`src/rtl/pcu_pkg.sv`:
```
package pcu_pkg;
   typedef enum logic [1:0] {
      POL_OPEN        = 2'd0,
      POL_OPEN_ADAPT  = 2'd1,
      POL_CLOSE       = 2'd2,
      POL_CLOSE_ADAPT = 2'd3
   } page_pol_e;
endpackage

```
`src/rtl/pcu_entry_cmp.sv`:
```
module pcu_entry_cmp #(
   parameter int RANK_W = 2,
   parameter int BANK_W = 3,
   parameter int ROW_W  = 14,
   parameter int IDX_W  = 3,
   parameter int SLOT   = 0
) (
   input  logic              ent_valid,
   input  logic [RANK_W-1:0] ent_rank,
   input  logic [BANK_W-1:0] ent_bank,
   input  logic [ROW_W-1:0]  ent_row,
   input  logic [RANK_W-1:0] req_rank,
   input  logic [BANK_W-1:0] req_bank,
   input  logic [ROW_W-1:0]  req_row,
   input  logic              self_valid,
   input  logic [IDX_W-1:0]  self_idx,
   output logic              hit,
   output logic              conflict
);
   logic is_self;
   logic same_rb;

   assign is_self  = self_valid && (self_idx == IDX_W'(SLOT));
   assign same_rb  = ent_valid && !is_self && (ent_rank == req_rank) && (ent_bank == req_bank);
   assign hit      = same_rb && (ent_row == req_row);
   assign conflict = same_rb && (ent_row != req_row);
endmodule

```
`src/rtl/pcu_limit_chk.sv`:
```
module pcu_limit_chk #(
   parameter int CNT_W = 8
) (
   input  logic [CNT_W-1:0] row_acc_cnt,
   input  logic [CNT_W-1:0] max_acc,
   output logic             limit_hit
);
   assign limit_hit = (max_acc != '0) && (row_acc_cnt >= max_acc);
endmodule

```
`src/rtl/pcu_decide.sv`:
```
module pcu_decide
   import pcu_pkg::*;
(
   input  logic [1:0] policy,
   input  logic       limit_hit,
   input  logic       any_hit,
   input  logic       any_conf,
   output logic       close_d
);
   page_pol_e pol;
   assign pol = page_pol_e'(policy);

   always_comb begin
      close_d = 1'b0;
      if (limit_hit) begin
         close_d = 1'b1;
      end else begin
         unique case (pol)
            POL_OPEN:        close_d = 1'b0;
            POL_CLOSE:       close_d = 1'b1;
            POL_OPEN_ADAPT:  close_d = !any_hit && any_conf;
            POL_CLOSE_ADAPT: close_d = !any_hit;
            default:         close_d = 1'b0;
         endcase
      end
   end
endmodule

```
`src/rtl/page_close_unit.sv`:
```
module page_close_unit #(
   parameter int NUM_ENTRIES = 8,
   parameter int RANK_W      = 2,
   parameter int BANK_W      = 3,
   parameter int ROW_W       = 14,
   parameter int CNT_W       = 8,
   localparam int IDX_W      = (NUM_ENTRIES > 1) ? $clog2(NUM_ENTRIES) : 1
) (
   input  logic                          clk,
   input  logic                          rst_n,
   input  logic                          req_valid,
   input  logic [RANK_W-1:0]             req_rank,
   input  logic [BANK_W-1:0]             req_bank,
   input  logic [ROW_W-1:0]              req_row,
   input  logic                          self_valid,
   input  logic [IDX_W-1:0]              self_idx,
   input  logic [1:0]                    policy,
   input  logic [CNT_W-1:0]              row_acc_cnt,
   input  logic [CNT_W-1:0]              max_acc,
   input  logic [NUM_ENTRIES-1:0]        pend_valid,
   input  logic [NUM_ENTRIES*RANK_W-1:0] pend_rank,
   input  logic [NUM_ENTRIES*BANK_W-1:0] pend_bank,
   input  logic [NUM_ENTRIES*ROW_W-1:0]  pend_row,
   output logic                          dec_valid,
   output logic                          dec_close
);
   if (NUM_ENTRIES < 1) begin : g_bad_entries
      $error("page_close_unit: NUM_ENTRIES must be at least 1");
   end
   if (RANK_W < 1 || BANK_W < 1 || ROW_W < 1 || CNT_W < 1) begin : g_bad_width
      $error("page_close_unit: all field widths must be at least 1");
   end

   logic [NUM_ENTRIES-1:0] hit_vec;
   logic [NUM_ENTRIES-1:0] conf_vec;
   logic                   limit_hit;
   logic                   close_d;

   for (genvar i = 0; i < NUM_ENTRIES; i++) begin : g_ent
      pcu_entry_cmp #(
         .RANK_W(RANK_W), .BANK_W(BANK_W), .ROW_W(ROW_W),
         .IDX_W(IDX_W), .SLOT(i)
      ) u_cmp (
         .ent_valid (pend_valid[i]),
         .ent_rank  (pend_rank[i*RANK_W +: RANK_W]),
         .ent_bank  (pend_bank[i*BANK_W +: BANK_W]),
         .ent_row   (pend_row[i*ROW_W +: ROW_W]),
         .req_rank  (req_rank),
         .req_bank  (req_bank),
         .req_row   (req_row),
         .self_valid(self_valid),
         .self_idx  (self_idx),
         .hit       (hit_vec[i]),
         .conflict  (conf_vec[i])
      );
   end

   pcu_limit_chk #(.CNT_W(CNT_W)) u_limit (
      .row_acc_cnt(row_acc_cnt),
      .max_acc    (max_acc),
      .limit_hit  (limit_hit)
   );

   pcu_decide u_decide (
      .policy   (policy),
      .limit_hit(limit_hit),
      .any_hit  (|hit_vec),
      .any_conf (|conf_vec),
      .close_d  (close_d)
   );

   always_ff @(posedge clk) begin
      if (!rst_n) begin
         dec_valid <= 1'b0;
         dec_close <= 1'b0;
      end else begin
         dec_valid <= req_valid;
         if (req_valid) dec_close <= close_d;
      end
   end
endmodule

```
`config.mk`:
```
export PLATFORM = sky130hd
export DESIGN_NAME = page_close_unit
export DESIGN_NICKNAME = d
export VERILOG_FILES = /design/src/rtl/pcu_pkg.sv /design/src/rtl/pcu_entry_cmp.sv /design/src/rtl/pcu_limit_chk.sv /design/src/rtl/pcu_decide.sv /design/src/rtl/page_close_unit.sv
export SDC_FILE = /design/constraint.sdc
export NUM_CORES = 1
export LEC_CHECK = 0
export BUFFER_PORTS_ARGS = -buffer_cell sky130_fd_sc_hd__clkbuf_2
export CORE_UTILIZATION = 40
export CTS_CLUSTER_DIAMETER = 50
export DETAILED_ROUTE_END_ITERATION = 16
export PLACE_DENSITY = 0.83
export SKIP_LAST_GASP = 1
export SYNTH_ARGS = -nofsm -noshare
export SYNTH_HDL_FRONTEND = slang
export SYNTH_SLANG_ARGS = --single-unit
```
`constraint.sdc`:
```
create_clock -name clk -period 2 [get_ports clk]
set_input_delay 0.2 -clock clk [delete_from_list [all_inputs] [get_ports clk]]
set_output_delay 0.2 -clock clk [all_outputs]
set_load 0.02 [all_outputs]
```
; Word-level counts from Yosys, hierarchy flattened
; Cells that the tools add are included.
[totals]
register_bits = 2
inputBits = 204
out_inout_bits = 2
elab_cells = 111
[classes]
order_cmp = 1
eq_ne = 42
mux = 2
n_reduce_logical = 64
[ops]
columns = op, n
row1 = 14-bit equality test, 8
row2 = 14-bit inequality test, 8
row3 = 1-bit logical AND, 50
row4 = 3-bit equality test, 8
row5 = 2-bit equality test, 8
row6 = 8-bit OR reduction, 2
row7 = "3-bit equality test, second input constant", 4
row8 = 1-bit zero test, 9
row9 = 8-bit >= comparator, 1
row10 = 8-bit nonzero test, 1
row11 = "3-bit by 2-bit equality test with 1-bit output, second input constant", 2
row12 = "2-bit equality test, second input constant", 2
row13 = 1-bit case mux with 4 select lines, 1
row14 = "3-bit by 1-bit equality test with 1-bit output, second input constant", 1
row15 = 3-bit zero test, 1
row16 = "2-bit by 1-bit equality test with 1-bit output, second input constant", 1
row17 = 2-bit zero test, 1
row18 = 1-bit two-way mux, 1

; Logic depth before layout (Yosys ltp)
[depth]
depth_word = 12
mapped_depth = 9
mapped_depth_nobuf = 9

; Modules after synthesis
; Synthesis repeated with hierarchy kept, for this count alone.
[hier_totals]
cells_unflattened = 269
hier_area_um2 = 2169.6
[by_module_without_submodules]
columns = mod, n_inst, cells_each, area_each_um2, seq_area_each_um2
row1 = pcu_entry_cmp (g_ent[1].u_cmp ...), 5, 28, 230.2, 0.0
row2 = pcu_entry_cmp (g_ent[7].u_cmp), 1, 28, 240.2, 0.0
row3 = pcu_entry_cmp (g_ent[0].u_cmp), 1, 28, 229.0, 0.0
row4 = pcu_entry_cmp (g_ent[4].u_cmp), 1, 29, 229.0, 0.0
row5 = pcu_limit_chk, 1, 30, 207.7, 0.0
row6 = page_close_unit, 1, 11, 95.1, 40.0
row7 = pcu_decide, 1, 3, 17.5, 0.0

; Worst setup path before layout
; Ideal clock, no wire load.
[synth_timing]
path_type = input to register
from = in req_row[10]
to = reg dec_close
setup_time_ns = 0.119
arrival_ns = 1.498
required_time_ns = 1.881
slack_ns = 0.384
cell_stages = 8
path_buffers = 1
cell_sequence = buf_4 > xor2_1 > nor4_2 > nand4_1 > a22oi_1 > a41oi_1 > a2bb2oi_1 > o221a_1
[synth_via]
elab_chain_len = 7
word_cells_on_any_way = 38
cone_classes = 16 x eq/ne / 2 x mux / 20 x reduce/logical
[synth_lines]
columns = element, line
row1 = start: declaration, page_close_unit.sv:14  ; input logic [ROW_W-1:0] req_row,
row2 = 14-bit equality test, pcu_entry_cmp.sv:25  ; assign hit = same_rb && (ent_row == req_row);
row3 = 1-bit logical AND, pcu_entry_cmp.sv:25
row4 = 8-bit OR reduction, page_close_unit.sv:67  ; .any_hit (|hit_vec),
row5 = 1-bit zero test, "pcu_decide.sv:21, pcu_decide.sv:22"
row6 = 1-bit logical AND, pcu_decide.sv:21  ; POL_OPEN_ADAPT: close_d = !any_hit && any_conf;
row7 = 1-bit case mux with 4 select lines *, pcu_decide.sv:18  ; unique case (pol)
row8 = 1-bit two-way mux *, pcu_decide.sv:15  ; if (limit_hit) begin
row9 = end signal: assignment, page_close_unit.sv:78  ; if (req_valid) dec_close <= close_d;
row10 = end: declaration, page_close_unit.sv:25  ; output logic dec_close
; Mark *: on every way between the ends. The rest lies on a longest branch, timed or not.
; A chain may end at the register's enable or synchronous reset.

; Final worst setup path
[layout_timing]
from = in req_row[0]
to = reg dec_close
; Same word-level chain as after synthesis.

==> flow_summary.toml <==
[outcome]
status = "finished, final reports clean"

[yosys]
yosysWarnings = 0
async_flop_share_pct = 0
synth_cells = 293
ys_ff_latch = 2
synth_common_cells = "xor2_1, xnor2_1, nor4_1"
syn_area_per_cell_um2 = 8.22
syn_nets = 505
synth_ff_type = "dfxtp_1"
synth.top_cell.area_share_pct = 40.7
synth_area_leaders = "xor2_1, xnor2_1, nor4_1"
yosysMostFrequentCell = "xor2_1"
synth-edff-count = 0
synth-seq-area-share_pct = 1.66
yosysTopAreaCell = "xor2_1"
netlist_area_um2 = 2410
synth.distinct_cells = 33

[pwr]
switchingPower_uw = 370
power_density_nw_per_um2 = 256
peakVddDrop_uv = 227
p_comb_share_pct = 76.8
power_uw = 907
p_clk_share_pct = 18.3
leakage_nw = 1.80
p_int_uw = 537
netSwitchingFraction_pct = 40.8
pwr-share-seq_pct = 4.9

[cells_and_area]
seqCellArea_um2 = 40.0
fillers = 505
syn2layout_area_growth_pct = 46.9
n_antenna_cell = 0
multi_input_area_um2 = 2150
drive_gt1_share_pct = 47.1
nets = 713
final_cell_count_no_fill = 571

[routing]
drc = 0
antenna_left = 0
vias = 2818
wl_per_cell_um = 15.3
dr.pass1.iters = 4
wl_um = 8710
vias_per_cell = 4.94
dr.first_iter.drc_count = 61

[die]
io_pins = 206
fp.dieW_um = 79.6
initial_utilization_pct = 42.7
rows = 27
fp.dieH_um = 79.6
dieArea_um2 = 6340
core_area_um2 = 5640

[worst_setup_path]
startpoint_type = "input port"
cp-end-kind = "register"
r2r_slack_ns = 1.33
reg2reg_from = "dec_close"
reg2reg_depth = 1
arrival_ns = 1.95
rr_endpoint = "dec_close"
path_max_fanout = 8
critical_path_required_ns = 2.10
path_class = "in -> reg"

[placed_design]
port_buffers = 205
place.gp.congestion = 0.887
dp_cells = 568
dp_hpwl_um = 8000
dpl_worst_slack_ns = -0.0742

[flow_run]
maxCapViolations = 0

[sta]
slew_viol_final = 0
maxSlewHeadroom_pct = 61.7
period_needed_ns = 1.85
skew_ns = 0
finalCritPeriodShare_pct = 92.7
fmax_ghz = 0.539
grt_setup_unrepaired = "false"
finalWorstSetupSlack_ns = 0.146
tightest_slew_ns = 0.567
hold_violations = 0
finalSetupViolCount = 0

[worst_hold_path]
hold_path.class = "in -> reg"
holdCritStartpoint = "rst_n"
min_path_cells = 2
min_to = "dec_valid"

[grt]
antenna_found_initial = 0
grt_max_degree = 9
grt.overflow.total = 0
track_usage_pct = 27.0
grt_pass1_wl_um = 13000
grt_pass1_vias = 2893

[cts]
worstSkewPairLatency_ns = 0.22
cts_root_buffer = "clkbuf_8"
clk_pin_slew_worst_paths_ns = 0.03
cts.sinks = 2
cts_made_buffers = 3
cts.hold.buffers_added = 0
cts_tree = "built"
cts.htree.levels = 1
post-cts-setup-buffers = 0
clk_path_buf_depth = 2
cts_resized = 0
[per-layer routing]
metal | GRT usage [%] | vias to the layer above | wire length (µm)
met5 | 0 | - | 0
met4 | 11.3 | 0 | 304
met3 | 5.14 | 28 | 641
met2 | 54.3 | 143 | 4660
met1 | 26.3 | 1230 | 3100
li1 | - | 1417 | -
[state kept, by name (all words and copies together), names as in the netlist]
| register | flops |
|---|---|
| dec_valid | 1 |
| dec_close | 1 |
[metrics by stage]
stage	hold slack (ns)	area (µm²)	utilization, %	TNS (ns)
global placement	0.446	3500	62.0	-0.0365
detailed placement	0.443	3500	62.0	-0.0742
global route	0.234	3540	62.8	0
CTS	0.225	3540	62.8	0
finish	0.228	3540	62.8	0
floorplan	0.322	2410	-	0
[area by class of cell]
| class | count | area share, % |
|---|---|---|
| flip-flops and latches | 2 | 1.13 |
| multi-input cells | 262 | 60.8 |
| well taps | 72 | 2.54 |
| inverters | 10 | 1.06 |
| clock buffers | 3 | 1.17 |
| repair buffers | 222 | 33.3 |
[worst max-delay path by stage]
| stage | start | end | slack, ns | cells past startpoint |
|---|---|---|---|---|
| finish | req_row[0] | dec_close | 0.15 | 8 |
| global route | req_row[6] | dec_close | 0.02 | 9 |
| CTS | req_row[2] | dec_close | 0.15 | 9 |
| detailed placement | req_row[0] | dec_close | -0.07 | 8 |
| global placement | req_row[3] | dec_close | -0.04 | 8 |
| floorplan | req_row[10] | dec_close | 0.38 | 8 |
[power groups by stage]
| stage | Clock, mW | Combinational (mW) | Sequential [mW] |
|---|---|---|---|
| after floorplan | 0 | 0.387 | 0.0483 |
| after global placement | 0 | 0.682 | 0.0447 |
| after detailed placement | 0 | 0.699 | 0.0446 |
| final | 0.166 | 0.697 | 0.0441 |
| after CTS | 0.171 | 0.703 | 0.0441 |
| after global routing | 0.173 | 0.763 | 0.0446 |
[cell families after synthesis]
| kind of cell | after synthesis | synth area share (%) |
|---|---|---|
| simple gates | 75 | 20.6 |
| fa+ha+maj | 8 | 4.15 |
| xor+xnor | 152 | 55.2 |
| flops | 2 | 1.66 |
| compound gates | 27 | 9.35 |
| buf+inv | 29 | 8.98 |
[worst max-delay path, cell delays in order]
cell and delay, ns:
clkbuf_2 0.19, xor2_1 0.20, nor4_1 0.43, nand4_1 0.24
a22oi_2 0.21, a41oi_1 0.13, a2bb2oi_1 0.15, o221a_1 0.20
[cell usage in the layout, fill, tap and decap left out, types with 8 or more instances in the layout]
| master | instances |
|---|---|
| and4_1 | 8 |
| buf_4 | 15 |
| clkbuf_2 | 205 |
| ha_1 | 8 |
| inv_1 | 10 |
| nand2b_1 | 11 |
| nand4_1 | 9 |
| nor2_1 | 9 |
| nor2b_1 | 8 |
| nor4_1 | 20 |
| xnor2_1 | 40 |
| xor2_1 | 112 |
Note: power is estimated with default switching activity, not from simulation.
